## src/rtl/sfc_pkg.sv

```systemverilog
package sfc_pkg;

    typedef enum logic [1:0] {
        M_READ  = 2'd0,
        M_FAST  = 2'd1,
        M_WRITE = 2'd2,
        M_USER  = 2'd3
    } sfc_mode_e;

    // Field positions are what software decodes, so they are fixed.
    typedef struct packed {
        logic [3:0] rsvd_hi;     // 31:28
        logic [3:0] gap_sel;     // 27:24
        logic [7:0] opcode;      // 23:16
        logic       rsvd15;      // 15
        logic       dummy_hi;    // 14
        logic       addr4;       // 13
        logic       rsvd12;      // 12
        logic [3:0] fsel;        // 11:8
        logic [1:0] dummy_lo;    // 7:6
        logic       lsb_first;   // 5
        logic       idle_high;   // 4
        logic       rsvd3;       // 3
        logic       cs_stop;     // 2
        sfc_mode_e  mode;        // 1:0
    } sfc_ctrl_t;

    typedef enum logic [2:0] {
        S_IDLE, S_GAP, S_CMD, S_ADDR, S_DUMMY, S_DATA, S_ACK
    } sfc_state_e;

    localparam logic [31:0] CTRL_RESET = 32'h0003_0000;
    localparam int          CFG_WE_BIT = 16;
    localparam logic [4:0]  GAP_SAT    = 5'd31;

    function automatic logic [4:0] gap_min(input logic [3:0] sel);
        return 5'd16 - {1'b0, sel};
    endfunction

    function automatic logic [3:0] dummy_count(input sfc_ctrl_t c);
        return {1'b0, c.dummy_hi, c.dummy_lo};
    endfunction

    function automatic logic [4:0] half_len(input logic [3:0] f);
        return {1'b0, f} + 5'd1;
    endfunction

endpackage

```

## src/rtl/sfc_regs.sv

```systemverilog
module sfc_regs
    import sfc_pkg::*;
(
    input  logic        clk,
    input  logic        rst,
    input  logic        reg_sel,
    input  logic        reg_we,
    input  logic [31:0] reg_wdata,
    output logic [31:0] reg_rdata,
    output sfc_ctrl_t   ctrl,
    output logic        cfg_we
);
    logic [31:0] ctrl_q;

    always_ff @(posedge clk) begin
        if (rst) begin
            ctrl_q <= CTRL_RESET;
            cfg_we <= 1'b0;
        end else if (reg_we) begin
            if (reg_sel) cfg_we <= reg_wdata[CFG_WE_BIT];
            else         ctrl_q <= reg_wdata;
        end
    end

    assign ctrl = sfc_ctrl_t'(ctrl_q);

    always_comb begin
        reg_rdata = '0;
        if (reg_sel) reg_rdata[CFG_WE_BIT] = cfg_we;
        else         reg_rdata = ctrl_q;
    end


    cfg_hold_chk: assert property (@(posedge clk) disable iff (rst)
        !reg_we |=> $stable(cfg_we) && $stable(ctrl_q));
endmodule

```

## src/rtl/sfc_shifter.sv

```systemverilog
module sfc_shifter
    import sfc_pkg::*;
(
    input  logic       clk,
    input  logic       rst,
    input  logic       start,
    input  logic [7:0] tx,
    input  logic [3:0] nbits,
    input  logic       lsb,
    input  logic       idle_high,
    input  logic [4:0] half,
    input  logic       miso,
    output logic       sck,
    output logic       mosi,
    output logic       done,
    output logic [7:0] rx
);
    logic       act, ph, sck_q;
    logic [4:0] cnt;
    logic [3:0] left;
    logic [7:0] sh;

    always_ff @(posedge clk) begin
        if (rst) begin
            act <= 1'b0; ph <= 1'b0; sck_q <= 1'b0; cnt <= '0;
            left <= '0; sh <= '0; rx <= '0; mosi <= 1'b0; done <= 1'b0;
        end else begin
            done <= 1'b0;
            if (!act) begin
                if (start) begin
                    act   <= 1'b1;
                    ph    <= 1'b0;
                    cnt   <= '0;
                    left  <= nbits;
                    sh    <= tx;
                    mosi  <= lsb ? tx[0] : tx[7];
                    sck_q <= 1'b0;
                end
            end else if (cnt == half - 5'd1) begin
                cnt <= '0;
                if (!ph) begin
                    ph    <= 1'b1;
                    sck_q <= 1'b1;
                    rx    <= lsb ? {miso, rx[7:1]} : {rx[6:0], miso};
                end else begin
                    ph <= 1'b0;
                    if (left == 4'd1) begin
                        act  <= 1'b0;
                        done <= 1'b1;
                    end else begin
                        left  <= left - 4'd1;
                        sck_q <= 1'b0;
                        sh    <= lsb ? (sh >> 1) : (sh << 1);
                        mosi  <= lsb ? sh[1] : sh[6];
                    end
                end
            end else begin
                cnt <= cnt + 5'd1;
            end
        end
    end

    assign sck = act ? sck_q : idle_high;


    half_len_chk: assert property (@(posedge clk) disable iff (rst)
        (act && $past(act) && ($past(cnt) != $past(half) - 5'd1)) |-> $stable(sck_q));


    edge_dir_chk: assert property (@(posedge clk) disable iff (rst)
        (act && $rose(sck_q)) |-> $stable(mosi));
endmodule

```

## src/rtl/sfc_seq.sv

```systemverilog
module sfc_seq
    import sfc_pkg::*;
(
    input  logic        clk,
    input  logic        rst,
    input  sfc_ctrl_t   ctrl,
    input  logic        cfg_we,
    input  logic        win_req,
    input  logic        win_we,
    input  logic [31:0] win_addr,
    input  logic [7:0]  win_wdata,
    input  logic        sh_done,
    input  logic [7:0]  sh_rx,
    output logic        sh_start,
    output logic [7:0]  sh_tx,
    output logic [3:0]  sh_nbits,
    output logic        cs_n,
    output logic        win_ack,
    output logic [7:0]  win_rdata
);
    sfc_state_e  st;
    sfc_mode_e   fr_mode;
    logic        fr_we, launched, drop;
    logic [31:0] fr_addr;
    logic [7:0]  fr_data;
    logic [1:0]  idx;
    logic [4:0]  gap_cnt;
    logic [3:0]  dcount;

    logic unused_ctrl_bits;
    assign unused_ctrl_bits = ^{ctrl.rsvd_hi, ctrl.rsvd15, ctrl.rsvd12,
                                ctrl.rsvd3, ctrl.fsel, ctrl.lsb_first, ctrl.idle_high};

    assign dcount = dummy_count(ctrl);

    always_comb begin
        unique case (ctrl.mode)
            M_USER:  drop = ctrl.cs_stop || !cfg_we;
            M_WRITE: drop = !win_we || !cfg_we;
            default: drop = win_we;
        endcase
    end

    always_comb begin
        sh_start = !launched &&
                   (st == S_CMD || st == S_ADDR || st == S_DUMMY || st == S_DATA);
        sh_nbits = (st == S_DUMMY) ? dcount : 4'd8;
        unique case (st)
            S_CMD:   sh_tx = ctrl.opcode;
            S_ADDR:  sh_tx = fr_addr[idx*8 +: 8];
            S_DATA:  sh_tx = fr_we ? fr_data : 8'hFF;
            default: sh_tx = 8'hFF;
        endcase
    end

    assign win_ack = (st == S_ACK);

    always_ff @(posedge clk) begin
        if (rst) begin
            st <= S_IDLE; fr_mode <= M_READ; fr_we <= 1'b0; launched <= 1'b0;
            fr_addr <= '0; fr_data <= '0; idx <= '0; cs_n <= 1'b1;
            gap_cnt <= GAP_SAT; win_rdata <= '0;
        end else begin
            if (!cs_n) gap_cnt <= '0;
            else if (gap_cnt != GAP_SAT) gap_cnt <= gap_cnt + 5'd1;

            if (sh_start) launched <= 1'b1;
            else if (sh_done) launched <= 1'b0;

            unique case (st)
                S_IDLE: begin
                    if (ctrl.mode != M_USER || ctrl.cs_stop) cs_n <= 1'b1;
                    if (win_req) begin
                        fr_mode <= ctrl.mode;
                        fr_we   <= win_we;
                        fr_addr <= win_addr;
                        fr_data <= win_wdata;
                        if (drop) begin
                            win_rdata <= 8'hFF;
                            st        <= S_ACK;
                        end else if (ctrl.mode == M_USER && !cs_n) begin
                            st <= S_DATA;
                        end else begin
                            st <= S_GAP;
                        end
                    end
                end
                S_GAP: if (gap_cnt >= gap_min(ctrl.gap_sel)) begin
                    cs_n <= 1'b0;
                    st   <= (fr_mode == M_USER) ? S_DATA : S_CMD;
                end
                S_CMD: if (sh_done) begin
                    idx <= ctrl.addr4 ? 2'd3 : 2'd2;
                    st  <= S_ADDR;
                end
                S_ADDR: if (sh_done) begin
                    if (idx == 2'd0) st <= (dcount != 4'd0) ? S_DUMMY : S_DATA;
                    else             idx <= idx - 2'd1;
                end
                S_DUMMY: if (sh_done) st <= S_DATA;
                S_DATA: if (sh_done) begin
                    win_rdata <= sh_rx;
                    if (fr_mode != M_USER) cs_n <= 1'b1;
                    st <= S_ACK;
                end
                default: st <= S_IDLE;
            endcase
        end
    end


    ack_pulse_chk: assert property (@(posedge clk) disable iff (rst)
        win_ack |=> !win_ack);


    cs_gap_chk: assert property (@(posedge clk) disable iff (rst)
        $fell(cs_n) |-> (gap_cnt >= gap_min(ctrl.gap_sel)));


    we_guard_chk: assert property (@(posedge clk) disable iff (rst)
        ($fell(cs_n) && (fr_mode == M_WRITE || fr_mode == M_USER)) |-> cfg_we);


    stop_release_chk: assert property (@(posedge clk) disable iff (rst)
        ($rose(ctrl.cs_stop) && ctrl.mode == M_USER && st == S_IDLE) |=> cs_n);
endmodule

```

## src/rtl/sflash_ctrl.sv

```systemverilog
module sflash_ctrl
    import sfc_pkg::*;
#(
    parameter int ADDR_W = 32
) (
    input  logic              clk,
    input  logic              rst,
    input  logic              reg_sel,
    input  logic              reg_we,
    input  logic [31:0]       reg_wdata,
    output logic [31:0]       reg_rdata,
    input  logic              win_req,
    input  logic              win_we,
    input  logic [ADDR_W-1:0] win_addr,
    input  logic [7:0]        win_wdata,
    output logic [7:0]        win_rdata,
    output logic              win_ack,
    output logic              spi_cs_n,
    output logic              spi_sck,
    output logic              spi_mosi,
    input  logic              spi_miso
);
    sfc_ctrl_t   ctrl;
    logic        cfg_we, sh_start, sh_done;
    logic [7:0]  sh_tx, sh_rx;
    logic [3:0]  sh_nbits;
    logic [31:0] addr_ext;

    assign addr_ext = 32'(win_addr);

    sfc_regs u_regs (
        .clk(clk), .rst(rst), .reg_sel(reg_sel), .reg_we(reg_we),
        .reg_wdata(reg_wdata), .reg_rdata(reg_rdata), .ctrl(ctrl), .cfg_we(cfg_we)
    );

    sfc_seq u_seq (
        .clk(clk), .rst(rst), .ctrl(ctrl), .cfg_we(cfg_we),
        .win_req(win_req), .win_we(win_we), .win_addr(addr_ext),
        .win_wdata(win_wdata), .sh_done(sh_done), .sh_rx(sh_rx),
        .sh_start(sh_start), .sh_tx(sh_tx), .sh_nbits(sh_nbits),
        .cs_n(spi_cs_n), .win_ack(win_ack), .win_rdata(win_rdata)
    );

    sfc_shifter u_shift (
        .clk(clk), .rst(rst), .start(sh_start), .tx(sh_tx), .nbits(sh_nbits),
        .lsb(ctrl.lsb_first), .idle_high(ctrl.idle_high), .half(half_len(ctrl.fsel)),
        .miso(spi_miso), .sck(spi_sck), .mosi(spi_mosi), .done(sh_done), .rx(sh_rx)
    );


    sck_in_frame_chk: assert property (@(posedge clk) disable iff (rst)
        (!$stable(spi_sck) && $stable(ctrl.idle_high)) |-> !spi_cs_n);
endmodule

```

## config.mk

```make
export PLATFORM = sky130hd
export DESIGN_NAME = sflash_ctrl
export DESIGN_NICKNAME = d
export VERILOG_FILES = /design/src/rtl/sfc_pkg.sv /design/src/rtl/sfc_regs.sv /design/src/rtl/sfc_shifter.sv /design/src/rtl/sfc_seq.sv /design/src/rtl/sflash_ctrl.sv
export SDC_FILE = /design/constraint.sdc
export NUM_CORES = 1
export LEC_CHECK = 0
export BUFFER_PORTS_ARGS = -buffer_cell sky130_fd_sc_hd__buf_2
export CAP_MARGIN = 15
export CORE_ASPECT_RATIO = 2
export CORE_UTILIZATION = 51
export CTS_BUF_LIST = sky130_fd_sc_hd__clkbuf_8 sky130_fd_sc_hd__clkbuf_16
export DETAILED_ROUTE_END_ITERATION = 10
export PLACE_DENSITY = 0.77
export SLEW_MARGIN = 20
export SYNTH_ARGS = -nofsm -noshare
export SYNTH_HDL_FRONTEND = slang
export SYNTH_HIERARCHICAL = 1
export SYNTH_SLANG_ARGS = --single-unit
```

## constraint.sdc

```tcl
create_clock -name clk -period 2.16 [get_ports clk]
set_input_delay 0.216 -clock clk [delete_from_list [all_inputs] [get_ports clk]]
set_output_delay 0.216 -clock clk [all_outputs]
set_load 0.01 [all_outputs]
```

==> metrics.yaml <==
maxSlewViolCount: 0
ys_warn_count: 6
ff2ff_path_depth: 8
crit_chain: "ha_4, inv_4, ha_4, xor2_1, o211a_1, o211ai_1, or3_1, a31oi_1"
finalSetupViolations: 4
clock-sinks: 126
setup.worst_path.start: "u_regs/ctrl[8]$_SDFFE_PP0P_"
top_layer: "met4"
cts_inserted_buffers: 17
p_switching_mw: 3.57
rr_startpoint: "u_regs/ctrl[8]$_SDFFE_PP0P_"
yosys-top-cells-area: "dfxtp_1 37%, nand2_1 6.1%, nand4bb_1 5.0%"
met3_length_um: 816
synth_largest_area_cell: "dfxtp_1"
cts.path.max_buffers: 2
status: "complete, but fails checks"
n_fill_cell: 1119
cpLargestDelayFamily: "compound AO/OA/AOI/OAI gates"
syn_inst: 775
yosysMostFrequentCell: "dfxtp_1"
insertion_delay_ns: 0.42
tightest_slew_ns: 0.595
seq_area_frac_synth_pct: 37.0
drc: 0
skew_ns: 0.00964
crit_arrival_ns: 2.55
dp_hpwl_um: 13100
row_count: 59
synthArstFlopShare_pct: 0
ant_nets: 0
gp_congestion: 0.862
h-tree-depth: 4
ys.flop_type: "dfxtp_1"
finalHoldViolations: 0
vias_per_cell: 5.90
ff2ff_setup_slack_ns: -0.04
io_buffer_count: 122
io_pins: 123
grt_pass1_vias: 5986
crit_path_max_incr_delay_ns: 0.38
grt_max_degree: 144
crit_fanout: 5
layout_min_cycle_time_ns: 2.20
grt_pass1_wl_um: 29000
p_seq_share_pct: 33.0
worstSetupPathType: "reg -> reg"
antenna-diode-count: 0
die_x_um: 83.7
power_density_nw_per_um2: 1130
drtPass1Iterations: 5
p_comb_share_pct: 36.9
coreArea_um2: 13000
area_delta_synth_final_pct: 22.4
grtUsageTotal_pct: 26.9
ys_ff_latch: 126
cts_tree: "done"
cap_violations: 0
dpl_worst_slack_ns: -0.136
relSlewSlack_pct: 60.1
critPathSlowestCell: "or3_1"
rsz0062_at_grt: "true"
dr.first_iter.drc_count: 428
finalCritPeriodShare_pct: 102
antenna_found_initial: 0
hold_path.class: "in -> reg"
wl_met2_um: 10200
critPathLaunchType: "flop"
finish.utilization_pct: 64.1
drt_wl_total_um: 19100
met1_length_um: 6770
r2r-end: "u_shift/sh[0]$_SDFFE_PP0P_"
synth_top_area_share_pct: 37.0
crit_path_end_kind: "flop"
fin_ws_ns: -0.0388
crit_path_end: "u_shift/sh[0]$_SDFFE_PP0P_"
ys_top_cells_by_count: "126 x dfxtp_1, 111 x nand2_1, 56 x a21oi_1"
required_ns: 2.51
synth_edf_count: 0
p_leak_nw: 3.33
die_area_um2: 13800
via_count: 6268
timing.fmax_mhz: 455
cp_common_cell: "ha_4"
swShare_pct: 37.8
start_util_pct: 52.4
path_clk_slew_ns: 0.07
overflow: 0
synth_nets: 868
path_depth: 8
p_clk_share_pct: 30.1
die_y_um: 165
synthesis.area_um2: 6810
crit_buf_inv: 1
wl_per_cell_um: 18.0
drive_gt1_share_pct: 30.2
yosysUniqueCellTypes: 73
cts-root-buf: "clkbuf_16"
vdd_drop_max_uv: 675
violations: "negative setup slack"
synth.avg_cell_area_um2: 8.79
internal-power_mw: 5.88
cts-hold-fix-buffers: 0
fin_nets: 990
-- cell families after synthesis --
kind of cell | share of synthesized area [%]
XOR/XNOR | 1.67
multiplexers | 7.55
AND/OR/NAND/NOR | 26.3
adder cells (fa/ha/maj) | 2.57
AO/OA/AOI/OAI | 18.2
flip-flops | 37.0
buffers and inverters | 6.69
-- how the worst min path moves through the flow --
| stage | from | to | cells after the start |
|---|---|---|---|
| global placement | u_seq/fr_addr[22]$_SDFFE_PP0P_ | u_seq/fr_addr[22]$_SDFFE_PP0P_ | 2 |
| finish | win_addr[21] | u_seq/fr_addr[21]$_SDFFE_PP0P_ | 3 |
| CTS | win_addr[21] | u_seq/fr_addr[21]$_SDFFE_PP0P_ | 3 |
| detailed placement | u_regs/ctrl[28]$_SDFFE_PP0P_ | u_regs/ctrl[28]$_SDFFE_PP0P_ | 2 |
| floorplan | rst | u_shift/left[2]$_SDFFE_PP0P_ | 1 |
| global route | win_addr[21] | u_seq/fr_addr[21]$_SDFFE_PP0P_ | 3 |
-- power by group through the flow --
stage | clock, mW | sequential (mW) | combinational, mW
after floorplan | 0 | 3.06 | 2.52
after global placement | 0 | 3.13 | 3.21
after detailed placement | 0 | 3.14 | 3.29
after CTS | 2.87 | 3.10 | 3.39
after global routing | 2.97 | 3.15 | 3.78
final | 2.84 | 3.12 | 3.48
-- layout make-up --
cell class                      instances  area, µm²  area share, %
Clock inverter                         14        145           1.74
Multi-Input combinational cell        568       3960           47.5
Tap cell                              152        190           2.28
Sequential cell                       126       2530           30.4
Clock buffer                           18        439           5.27
Inverter                               18       70.1          0.841
Timing Repair Buffer                  166        997           12.0
-- registers in the layout, summed over array words and instances (netlist names) --
name             flops
u_shift/rx           8
u_seq/win_rdata      8
u_regs/ctrl         32
u_shift/done         1
u_seq/idx            2
u_shift/left         4
u_shift/ph           1
u_shift/act          1
u_shift/sck_q        1
u_shift/sh           8
u_regs/cfg_we        1
u_seq/fr_addr       32
u_seq/st             3
u_shift/cnt          5
u_seq/fr_we          1
u_seq/gap_cnt        5
u_seq/cs_n           1
u_seq/launched       1
u_seq/fr_data        8
u_seq/fr_mode        2
u_shift/mosi         1
-- worst register-to-register path, cell delays in order, from the launching register on --
cell      delay [ns]
dfxtp_4         0.36
ha_4            0.28
inv_4           0.03
ha_4            0.25
xor2_1          0.15
o211a_1         0.27
o211ai_1        0.25
or3_1           0.38
a31oi_1         0.15
-- placed cells by master, fill, tap and decap left out, types with 14 or more instances in the layout --
| master | instances |
|---|---|
| a21oi_1 | 56 |
| a21oi_2 | 14 |
| buf_2 | 121 |
| buf_4 | 40 |
| clkbuf_16 | 17 |
| dfxtp_1 | 123 |
| inv_1 | 14 |
| mux2i_1 | 21 |
| nand2_1 | 111 |
| nand2b_1 | 34 |
| nand3_1 | 15 |
| nand4bb_1 | 30 |
| nor2_1 | 33 |
| nor2b_1 | 43 |
| o21ai_1 | 32 |
-- layer usage --
metal	up-vias	GRT usage (%)
li1	2997	-
met1	2943	26.6
met2	242	49.7
met3	86	4.47
met4	0	20.4
met5	-	0
-- timing repair --
item	CTS	global route
setup buffers	2	3
resized for setup	15	12
pin swaps	5	13
endpoints found under the setup margin	27	25
-- metrics by stage --
stage / instances / power (mW) / cell area, µm² / TNS, ns / hold WS [ns]
floorplan: 775 / 5.58 / 6810 / 0 / 0.319
global placement: 1025 / 6.34 / 7570 / -0.110 / 0.441
detailed placement: 1025 / 6.43 / 7570 / -1.18 / 0.450
CTS: 1059 / 9.36 / 8270 / 0 / 0.0181
global route: 1062 / 9.90 / 8330 / -0.596 / 0.0249
finish: 1062 / 9.44 / 8330 / -0.0548 / 0.0229
Power figures use the tool's default switching activity.
